==> src/rtl/mgmt_pkg.sv <==
package mgmt_pkg;
  localparam int OP_W       = 2;
  localparam int ADDR_W     = 5;
  localparam int DATA_W     = 16;
  localparam int REG_W      = 32;
  localparam int PRE_BITS   = 32;
  localparam int CMD_W      = OP_W + 2 * ADDR_W + DATA_W;
  localparam int READY_BIT  = CMD_W;
  localparam int TA_FIRST   = PRE_BITS + 2 + OP_W + 2 * ADDR_W;
  localparam int DATA_FIRST = TA_FIRST + 2;
  localparam int FRAME_BITS = DATA_FIRST + DATA_W;
  localparam int IDX_W      = $clog2(FRAME_BITS);
  localparam int ID_LO      = 4;
  localparam int ID_HI      = 9;

  localparam logic [OP_W-1:0]   OP_READ = 2'b10;
  localparam logic [ADDR_W-1:0] ID_REG  = 5'd3;

  typedef struct packed {
    logic [OP_W-1:0]   op;
    logic [ADDR_W-1:0] phy;
    logic [ADDR_W-1:0] regad;
    logic [DATA_W-1:0] data;
  } cmd_t;
endpackage

==> src/rtl/mgmt_clk_div.sv <==
module mgmt_clk_div #(
  parameter int DIV_W = 8
) (
  input  logic             clk,
  input  logic             rst_n,
  input  logic             run,
  input  logic [DIV_W-1:0] half,
  output logic             mdc,
  output logic             rise_en,
  output logic             fall_en
);
  logic [DIV_W-1:0] cnt_q, cnt_d, limit;
  logic             mdc_q, mdc_d, term;

  always_comb begin
    limit   = (half == '0) ? DIV_W'(1) : half;
    term    = run && (cnt_q == limit - 1'b1);
    rise_en = term && !mdc_q;
    fall_en = term && mdc_q;
    if (!run) begin
      cnt_d = '0;
      mdc_d = 1'b0;
    end else if (term) begin
      cnt_d = '0;
      mdc_d = ~mdc_q;
    end else begin
      cnt_d = cnt_q + 1'b1;
      mdc_d = mdc_q;
    end
  end

  always_ff @(posedge clk or negedge rst_n) begin
    if (!rst_n) begin
      cnt_q <= '0;
      mdc_q <= 1'b0;
    end else begin
      cnt_q <= cnt_d;
      mdc_q <= mdc_d;
    end
  end

  assign mdc = mdc_q;
endmodule

==> src/rtl/mgmt_frame_shifter.sv <==
module mgmt_frame_shifter
  import mgmt_pkg::*;
(
  input  logic              clk,
  input  logic              rst_n,
  input  logic              start,
  input  cmd_t              cmd,
  input  logic              rise_en,
  input  logic              fall_en,
  input  logic              mdio_i,
  output logic              busy,
  output logic              finish,
  output logic              is_read,
  output logic              mdio_o,
  output logic              mdio_oe,
  output logic [DATA_W-1:0] rx_data
);
  logic [FRAME_BITS-1:0] sh_q, sh_d;
  logic [IDX_W-1:0]      idx_q, idx_d;
  logic [DATA_W-1:0]     rx_q, rx_d;
  logic                  busy_q, busy_d, rd_q, rd_d, last, in_data, released;

  always_comb begin
    last     = (idx_q == IDX_W'(FRAME_BITS - 1));
    in_data  = (idx_q >= IDX_W'(DATA_FIRST));
    released = rd_q && (idx_q >= IDX_W'(TA_FIRST));
    finish   = busy_q && fall_en && last;
    busy_d   = busy_q;
    idx_d    = idx_q;
    sh_d     = sh_q;
    rx_d     = rx_q;
    rd_d     = rd_q;
    if (start) begin
      busy_d = 1'b1;
      idx_d  = '0;
      rd_d   = (cmd.op == OP_READ);
      rx_d   = '0;
      if (cmd.op == OP_READ)
        sh_d = {{PRE_BITS{1'b1}}, 2'b01, cmd.op, cmd.phy, cmd.regad, {(DATA_W + 2){1'b0}}};
      else
        sh_d = {{PRE_BITS{1'b1}}, 2'b01, cmd.op, cmd.phy, cmd.regad, 2'b10, cmd.data};
    end else if (busy_q) begin
      if (rise_en && rd_q && in_data)
        rx_d = {rx_q[DATA_W-2:0], mdio_i};
      if (fall_en) begin
        if (last) begin
          busy_d = 1'b0;
        end else begin
          idx_d = idx_q + 1'b1;
          sh_d  = {sh_q[FRAME_BITS-2:0], 1'b0};
        end
      end
    end
  end

  always_ff @(posedge clk or negedge rst_n) begin
    if (!rst_n) begin
      sh_q   <= '0;
      idx_q  <= '0;
      rx_q   <= '0;
      busy_q <= 1'b0;
      rd_q   <= 1'b0;
    end else begin
      sh_q   <= sh_d;
      idx_q  <= idx_d;
      rx_q   <= rx_d;
      busy_q <= busy_d;
      rd_q   <= rd_d;
    end
  end

  assign busy    = busy_q;
  assign is_read = rd_q;
  assign rx_data = rx_q;
  assign mdio_o  = busy_q && sh_q[FRAME_BITS-1];
  assign mdio_oe = busy_q && !released;
endmodule

==> src/rtl/mgmt_reg_engine.sv <==
module mgmt_reg_engine
  import mgmt_pkg::*;
#(
  parameter int DIV_W = 8
) (
  input  logic             clk,
  input  logic             rst_n,
  input  logic             wr_en,
  input  logic [31:0]      wr_data,
  output logic [31:0]      rd_data,
  input  logic [DIV_W-1:0] mdc_half,
  output logic             mdc,
  output logic             mdio_o,
  output logic             mdio_oe,
  input  logic             mdio_i,
  output logic             mgmt_done,
  output logic             phy_present
);
  cmd_t              cmd_q, cmd_d, cmd_in;
  logic              ready_q, ready_d, pres_q, pres_d, done_q, done_d;
  logic              busy, finish, is_read, start, rise_en, fall_en;
  logic [DATA_W-1:0] rx_data;

  assign cmd_in = cmd_t'(wr_data[CMD_W-1:0]);
  assign start  = wr_en && !busy;

  mgmt_clk_div #(.DIV_W(DIV_W)) u_div (
    .clk     (clk),
    .rst_n   (rst_n),
    .run     (busy),
    .half    (mdc_half),
    .mdc     (mdc),
    .rise_en (rise_en),
    .fall_en (fall_en)
  );

  mgmt_frame_shifter u_shift (
    .clk     (clk),
    .rst_n   (rst_n),
    .start   (start),
    .cmd     (cmd_in),
    .rise_en (rise_en),
    .fall_en (fall_en),
    .mdio_i  (mdio_i),
    .busy    (busy),
    .finish  (finish),
    .is_read (is_read),
    .mdio_o  (mdio_o),
    .mdio_oe (mdio_oe),
    .rx_data (rx_data)
  );

  always_comb begin
    cmd_d   = cmd_q;
    ready_d = ready_q;
    pres_d  = pres_q;
    done_d  = finish;
    if (start) begin
      cmd_d   = cmd_in;
      ready_d = 1'b0;
    end else if (finish) begin
      ready_d = 1'b1;
      if (is_read) begin
        cmd_d.data = rx_data;
        if (cmd_q.regad == ID_REG)
          pres_d = |rx_data[ID_HI:ID_LO];
      end
    end
  end

  always_ff @(posedge clk or negedge rst_n) begin
    if (!rst_n) begin
      cmd_q   <= '0;
      ready_q <= 1'b1;
      pres_q  <= 1'b0;
      done_q  <= 1'b0;
    end else begin
      cmd_q   <= cmd_d;
      ready_q <= ready_d;
      pres_q  <= pres_d;
      done_q  <= done_d;
    end
  end

  assign rd_data     = {{(REG_W - CMD_W - 1){1'b0}}, ready_q, cmd_q};
  assign mgmt_done   = done_q;
  assign phy_present = pres_q;
endmodule

==> config.mk <==
export PLATFORM = sky130hd
export DESIGN_NAME = mgmt_reg_engine
export DESIGN_NICKNAME = d
export VERILOG_FILES = /design/src/rtl/mgmt_pkg.sv /design/src/rtl/mgmt_clk_div.sv /design/src/rtl/mgmt_frame_shifter.sv /design/src/rtl/mgmt_reg_engine.sv
export SDC_FILE = /design/constraint.sdc
export NUM_CORES = 1
export LEC_CHECK = 0
export ABC_AREA = 1
export BUFFER_PORTS_ARGS = -buffer_cell sky130_fd_sc_hd__buf_2
export CAP_MARGIN = 10
export CORE_ASPECT_RATIO = 0.9
export CORE_MARGIN = 2
export CORE_UTILIZATION = 45
export DETAILED_ROUTE_END_ITERATION = 8
export GPL_TIMING_DRIVEN = 1
export SLEW_MARGIN = 30
export SYNTH_ARGS = -nofsm -noshare
export SYNTH_HDL_FRONTEND = slang
export SYNTH_SLANG_ARGS = --single-unit
==> constraint.sdc <==
create_clock -name clk -period 2.29 [get_ports clk]
set_input_delay 0.1145 -clock clk [delete_from_list [all_inputs] [get_ports clk]]
set_output_delay 0.1145 -clock clk [all_outputs]
set_load 0.01 [all_outputs]
## Word level (Yosys, flattened, before mapping)

Cells that the tools add are included.

- Register bits: 128
- Bits in latches: 0
- Memory bits (writable): 0
- Bits in read-only memories: 0
- Bits of input ports: 44
- Output and inout bits: 37
- Word-level logic and storage cells: 78
- Memories kept: 0

- $add $sub $neg: 3
- $mul: 0
- Divide/modulo/power cells: 0
- Magnitude comparators: 2
- Equality and inequality tests: 6
- Shift-type cells: 0
- Multiplexer cells: 26
- Bitwise operators: 2
- Reductions and logical operators: 25

Operators by type and width:

| operator | count |
|---|---|
| $mux W64 | 4 |
| $mux W16 | 6 |
| $mux W6 | 4 |
| $mux W8 | 3 |
| $mux W18 | 1 |
| $ge A6 B6 Y1 const B | 2 |
| $logic_and A1 B1 Y1 | 11 |
| $reduce_bool A2 Y1 | 5 |
| $add A8 B1 Y8 const B | 1 |
| $eq A8 B8 Y1 | 1 |
| $logic_not A8 Y1 | 1 |
| $mux W1 | 8 |
| $sub A8 B1 Y8 const B | 1 |
| $add A6 B1 Y6 const B | 1 |
| $eq A6 B6 Y1 const B | 1 |
| $reduce_or A6 Y1 | 1 |
| $eq A5 B2 Y1 const B | 1 |
| $ne A2 B2 Y1 const B | 2 |
| $reduce_and A2 Y1 | 2 |
| $reduce_and A4 Y1 | 1 |
| $logic_not A1 Y1 | 3 |
| $reduce_and A3 Y1 | 1 |
| $eq A2 B2 Y1 const B | 1 |
| $not A1 Y1 | 2 |

## Longest topological paths before layout

- Word-level depth: 11
- Mapped depth: 23
- Gate-level depth less buffers: 21

## Cells and area by module

From an unflattened synthesis, not the netlist that was laid out.

- Cell total of the unflattened synthesis: 776
- Area, all modules: 6337.3 um2

By module, submodules not included:

| module | instances | cells each | area each (um2) | seq. area each (um2) |
|---|---|---|---|---|
| mgmt_frame_shifter | 1 | 497 | 4060.1 | 2202.1 |
| mgmt_reg_engine | 1 | 170 | 1458.9 | 777.0 |
| mgmt_clk_div | 1 | 109 | 818.3 | 225.2 |

## Least setup slack after synthesis

OpenSTA, ideal clock, no wires.

- Path kind: input-to-reg
- From: in mdc_half[1]
- To: reg u_shift.sh_q[0]
- Setup time: 0.132 ns
- Arrival time: 2.004 ns
- Data required time: 2.158 ns
- Path slack: 0.154 ns
- Stages: 23
- Buffers on the path: 2
- Cells stage by stage: inv_1 -> nand2_1 -> nor2_1 -> nand2_2 -> nand2_1 -> inv_1 -> ha_1 -> xnor2_1 -> inv_1 -> nand2_1 -> nand2_1 -> inv_1 -> nand3_1 -> nor2_1 -> nand2_1 -> nor2_4 -> nand2_1 -> nand2_2 -> nand2_4 -> buf_6 -> buf_6 -> nand2_1 -> o21ai_1

- Longest elaborated chain between the ends: 8

RTL lines:

| item | RTL line | text |
|---|---|---|
| start: declaration | mgmt_reg_engine.sv:11 | `input logic [DIV_W-1:0] mdc_half,` |
| $logic_not A8 Y1 | mgmt_clk_div.sv:16 | `limit = (half == '0) ? DIV_W'(1) : half;` |
| $mux W8 (*) | mgmt_clk_div.sv:16 |  |
| $sub A8 B1 Y8 (*) | mgmt_clk_div.sv:17 | `term = run && (cnt_q == limit - 1'b1);` |
| $eq A8 B8 Y1 (*) | mgmt_clk_div.sv:17 |  |
| $logic_and A1 B1 Y1 (*) | mgmt_clk_div.sv:17 |  |
| $logic_and A1 B1 Y1 (*) | mgmt_clk_div.sv:19 | `fall_en = term && mdc_q;` |
| $reduce_bool A2 Y1 (no source line) (*) | - |  |
| $reduce_and A3 Y1 (no source line) (*) | - |  |
| end signal: assignment | mgmt_frame_shifter.sv:58 | `sh_q <= '0;` |
| end signal: assignment | mgmt_frame_shifter.sv:64 | `sh_q <= sh_d;` |
| end: declaration | mgmt_frame_shifter.sv:18 | `logic [FRAME_BITS-1:0] sh_q, sh_d;` |

Mark *: on every way between the ends. The rest lies on a longest branch, timed or not.
A chain may end at the register's enable or synchronous reset.

## Final worst setup path

- From: in mdc_half[1]
- To: reg u_shift.rx_q[12], in the netlist u_shift.rx_data[12]

- Longest elaborated chain between the ends: 10

RTL lines:

| item | RTL line | text |
|---|---|---|
| $logic_not A8 Y1 | mgmt_clk_div.sv:16 |  |
| $mux W8 (*) | mgmt_clk_div.sv:16 |  |
| $sub A8 B1 Y8 (*) | mgmt_clk_div.sv:17 |  |
| $eq A8 B8 Y1 (*) | mgmt_clk_div.sv:17 |  |
| $logic_and A1 B1 Y1 (*) | mgmt_clk_div.sv:17 |  |
| $logic_and A1 B1 Y1 (*) | mgmt_clk_div.sv:18 | `rise_en = term && !mdc_q;` |
| $logic_and A1 B1 Y1 (*) (2 in series) | mgmt_frame_shifter.sv:43 | `if (rise_en && rd_q && in_data)` |
| $reduce_bool A2 Y1 (no source line) (*) | - |  |
| $reduce_and A2 Y1 (no source line) (*) | - |  |
| end signal: assignment | mgmt_frame_shifter.sv:66 | `rx_q <= rx_d;` |
| end: declaration | mgmt_frame_shifter.sv:20 | `logic [DATA_W-1:0] rx_q, rx_d;` |

Marks and branches as above.

==> impl_metrics.yaml <==
sta:
  slew_viol_final: 0
  worstMarginPinSlew_ns: 0.756
  period_share_pct: 91.0
  whs_ns: 0.0222
  fin_crit_ns: 2.08
  slew_headroom_pct: 49.6
  hold_viol_final: 0
  fmax_mhz: 480
  skew_ns: 0.00503
  setup_violations: 0
clock_network:
  cts-root-buf: "clkbuf_16"
  post_cts.repair.setup_buffers: 0
  h-tree-depth: 4
  cts_buffer_depth: 2
  clkTransAtPathRegs_ns: 0.05
  cts_tree: "done"
  clock-sinks: 128
  clock_latency_ns: 0.41
  cts_buffers: 17
route:
  drt-vias-per-instance: 4.90
  wl_um: 13100
  dr.pass1.iters: 4
  via_count: 4940
  final_antenna_net_count: 0
  drtIter0Drc: 403
  wl_per_cell_um: 13.0
  drc: 0
power:
  pwr-share-seq_pct: 42.0
  p_int_uw: 4600
  power_switching_uw: 1460
  p_total_uw: 6060
  max-vdd-ir-drop_v: 0.000574
  leakagePower_uw: 0.00392
  swShare_pct: 24.1
  pwr_density_cell_mw_per_mm2: 819
  pwr-share-comb_pct: 10.8
  clkPwrFrac_pct: 47.2
run_status:
  status: "complete, no violations"
placement:
  placed_cell_area_sq_mm: 0.00659
  hpwl_um: 8710
  dp.cells: 961
  gp_congestion: 0.802
  port_buffers: 73
final_layout:
  n_fill_cell: 1177
  final_nets: 878
  area_delta_synth_final_pct: 24.4
  stdcell_area_sq_mm: 0.00740
  diodes: 0
  drive_gt1_share_pct: 18.1
  layout.cells.non_filler: 1008
grt:
  overflow: 0
  grt_pass1_wl_um: 22700
  antenna_found_initial: 0
  grt_max_degree: 129
  grt_pass1_vias: 4811
  grt_use_total_pct: 19.7
synth:
  synth_async_sr_flop_share_pct: 100
  avgSynthCellArea_sq_um: 8.10
  synth-edff-count: 0
  yosysUniqueCellTypes: 33
  synth_ff_type: "dfrtp_1"
  synthesis.area_sq_mm: 0.00595
  synth-seq-area-share_pct: 53.9
  synth-seq-cells: 128
  netlist_instances: 734
  yosysWarningCount: 0
floorplan:
  dieArea_sq_mm: 0.0141
  core_sq_mm: 0.0128
  die_h_um: 113
  placementRows: 39
  pin_count: 81
  die_width_um: 125
  initial_core_util_pct: 46.5
min_path:
  worstHoldPathType: "in2reg"
setup_path:
  crit_type: "in2reg"
  cp-start-kind: "primary input"
  critPathBufInv: 5
  worst_path_largest_cell_delay_ns: 0.23
  cpMaxStageDelayCell: "ha_1"
  crit_arrival_ns: 2.38
  worstPathMaxFanout: 6
  required_ns: 2.58
  crit_family: "simple AND/OR/NAND/NOR gates"
  path_cells: "buf_2 -> inv_1 -> nand2_1 -> nor2_1 -> nand2_2 -> nand2_1 -> inv_1 -> ha_1 -> buf_4 -> nand2_1 -> xnor2_1 -> nand3_1 -> nor2_1 -> nand2_2 -> nor2_4 -> nand2_2 -> nor2_4 -> clkinvlp_4 -> nand2_1 -> o21ai_1"
  critPathMostFrequentCell: "nand2_1"
  crit_path_end_kind: "flip-flop"
flow_run:
  drv_cap: 0
## cell families (layout without fill, tap and decap cells)
logic type	after synthesis	in the layout	share of synthesized area, %
AND/OR/NAND/NOR	388	388	27.0
AO/OA/AOI/OAI	101	101	8.71
buffers and inverters	97	205	7.39
other	1	3	0.0631
XOR/XNOR	16	16	2.36
flip-flops	128	128	53.9
adder cells (fa/ha/maj)	3	3	0.631
## tightest hold or removal path: cells and delay by family
kind,cells,cell delay (ns)
buffers and inverters,2,0.14
AO/OA/AOI/OAI,1,0.12
## worst paths after layout
path                       cells after the start           start             endpoint  slack, ns
setup / recovery                              20     mdc_half[1]  u_shift.rx_data[12]       0.21
min in group asynchronous                      3           rst_n       u_div.cnt_q[0]       0.29
hold / removal                                 3           wr_en         u_shift.busy       0.02
hold reg to reg                                2      rd_data[5]           rd_data[5]       0.46
setup reg to reg                              11  u_div.cnt_q[4]  u_shift.rx_data[12]       0.26
max in group asynchronous                      3           rst_n          rd_data[22]       1.39
## power by group through the flow
stage               clock [uW]  sequential, uW  combinational (uW)
floorplan                    0            2570                 408
detailed placement           0            2580                 636
global placement             0            2570                 606
finish                    2860            2540                 656
CTS                       2920            2540                 657
global route              3030            2570                 760
## sequential cells by signal, summed over array words and instances (netlist names)
name and cells:
u_div.mdc 1, mgmt_done 1, u_shift.is_read 1, ready_q 1
u_shift.busy 1, rd_data 28, u_shift.sh_q 64, phy_present 1
u_shift.idx_q 6, u_shift.rx_data 16, u_div.cnt_q 8
## cells in the final DEF (no fill, tap or decap), drive strengths merged, types with 3 or more instances in the layout
master	Yosys	layout
nand2	249	249
dfrtp	127	127
buf	22	102
o21ai	81	81
nor2	66	66
inv	56	56
nand3	47	47
clkbuf	19	19
a21oi	17	17
dlygate4sd3	0	14
nor3	12	12
xnor2	10	10
xor2	6	6
clkinv	0	6
nand4	5	5
nand3b	4	4
clkinvlp	0	4
bufinv	0	4
ha	3	3
conb	1	3
## cells in the mapped netlist (2+ instances only)
| cell | instances | area share, % |
|---|---|---|
| ha_1 | 3 | 0.63 |
| a21oi_1 | 17 | 1.4 |
| nand3_1 | 47 | 4.0 |
| nor2_2 | 2 | 0.21 |
| nand2_1 | 244 | 15 |
| o21a_1 | 2 | 0.25 |
| o21ai_0 | 48 | 4.0 |
| xnor2_1 | 10 | 1.5 |
| o21ai_1 | 32 | 2.7 |
| nor3_1 | 12 | 1.0 |
| buf_2 | 9 | 0.76 |
| nand4_1 | 5 | 0.53 |
| xor2_1 | 6 | 0.88 |
| buf_6 | 6 | 1.1 |
| nand2_2 | 4 | 0.42 |
| nor3b_1 | 2 | 0.25 |
| inv_1 | 55 | 3.5 |
| buf_1 | 2 | 0.13 |
| buf_4 | 5 | 0.63 |
| clkbuf_1 | 19 | 1.2 |
| nor2_1 | 63 | 4.0 |
| dfrtp_1 | 127 | 53 |
| nand3b_1 | 4 | 0.51 |
## layer usage
metal	wire length (um)	track usage, %	vias to the layer above
met5	0	0	-
met1	6430	27.3	2327
met4	167	4.96	0
met3	490	5.34	13
met2	6020	31.2	78
li1	-	-	2522
## layout make-up
type	instances	area, sq um	area share [%]
Clock buffer	19	453	6.12
Clock inverter	13	185	2.50
Inverter	56	214	2.89
Multi-Input combinational cell	511	2340	31.6
Sequential cell	128	3200	43.3
Tap cell	164	205	2.77
Timing Repair Buffer	116	792	10.7
Timing Repair inverter	1	7.51	0.101
## repair_timing
item,in CTS,in global routing
setup endpoints to repair,0,5
endpoints found under the hold margin,142,0
gates resized for setup,0,8
hold buffers,14,0
## metrics by stage
stage / setup slack [ns] / util, % / TNS, ns
floorplan: 0.154 / - / 0
global placement: -0.0422 / 51.5 / -1.97
detailed placement: -0.158 / 51.5 / -10.20
CTS: 0.262 / 57.6 / 0
global route: -0.0155 / 57.9 / -0.0316
finish: 0.206 / 57.9 / 0
Power figures use the tool's default switching activity.
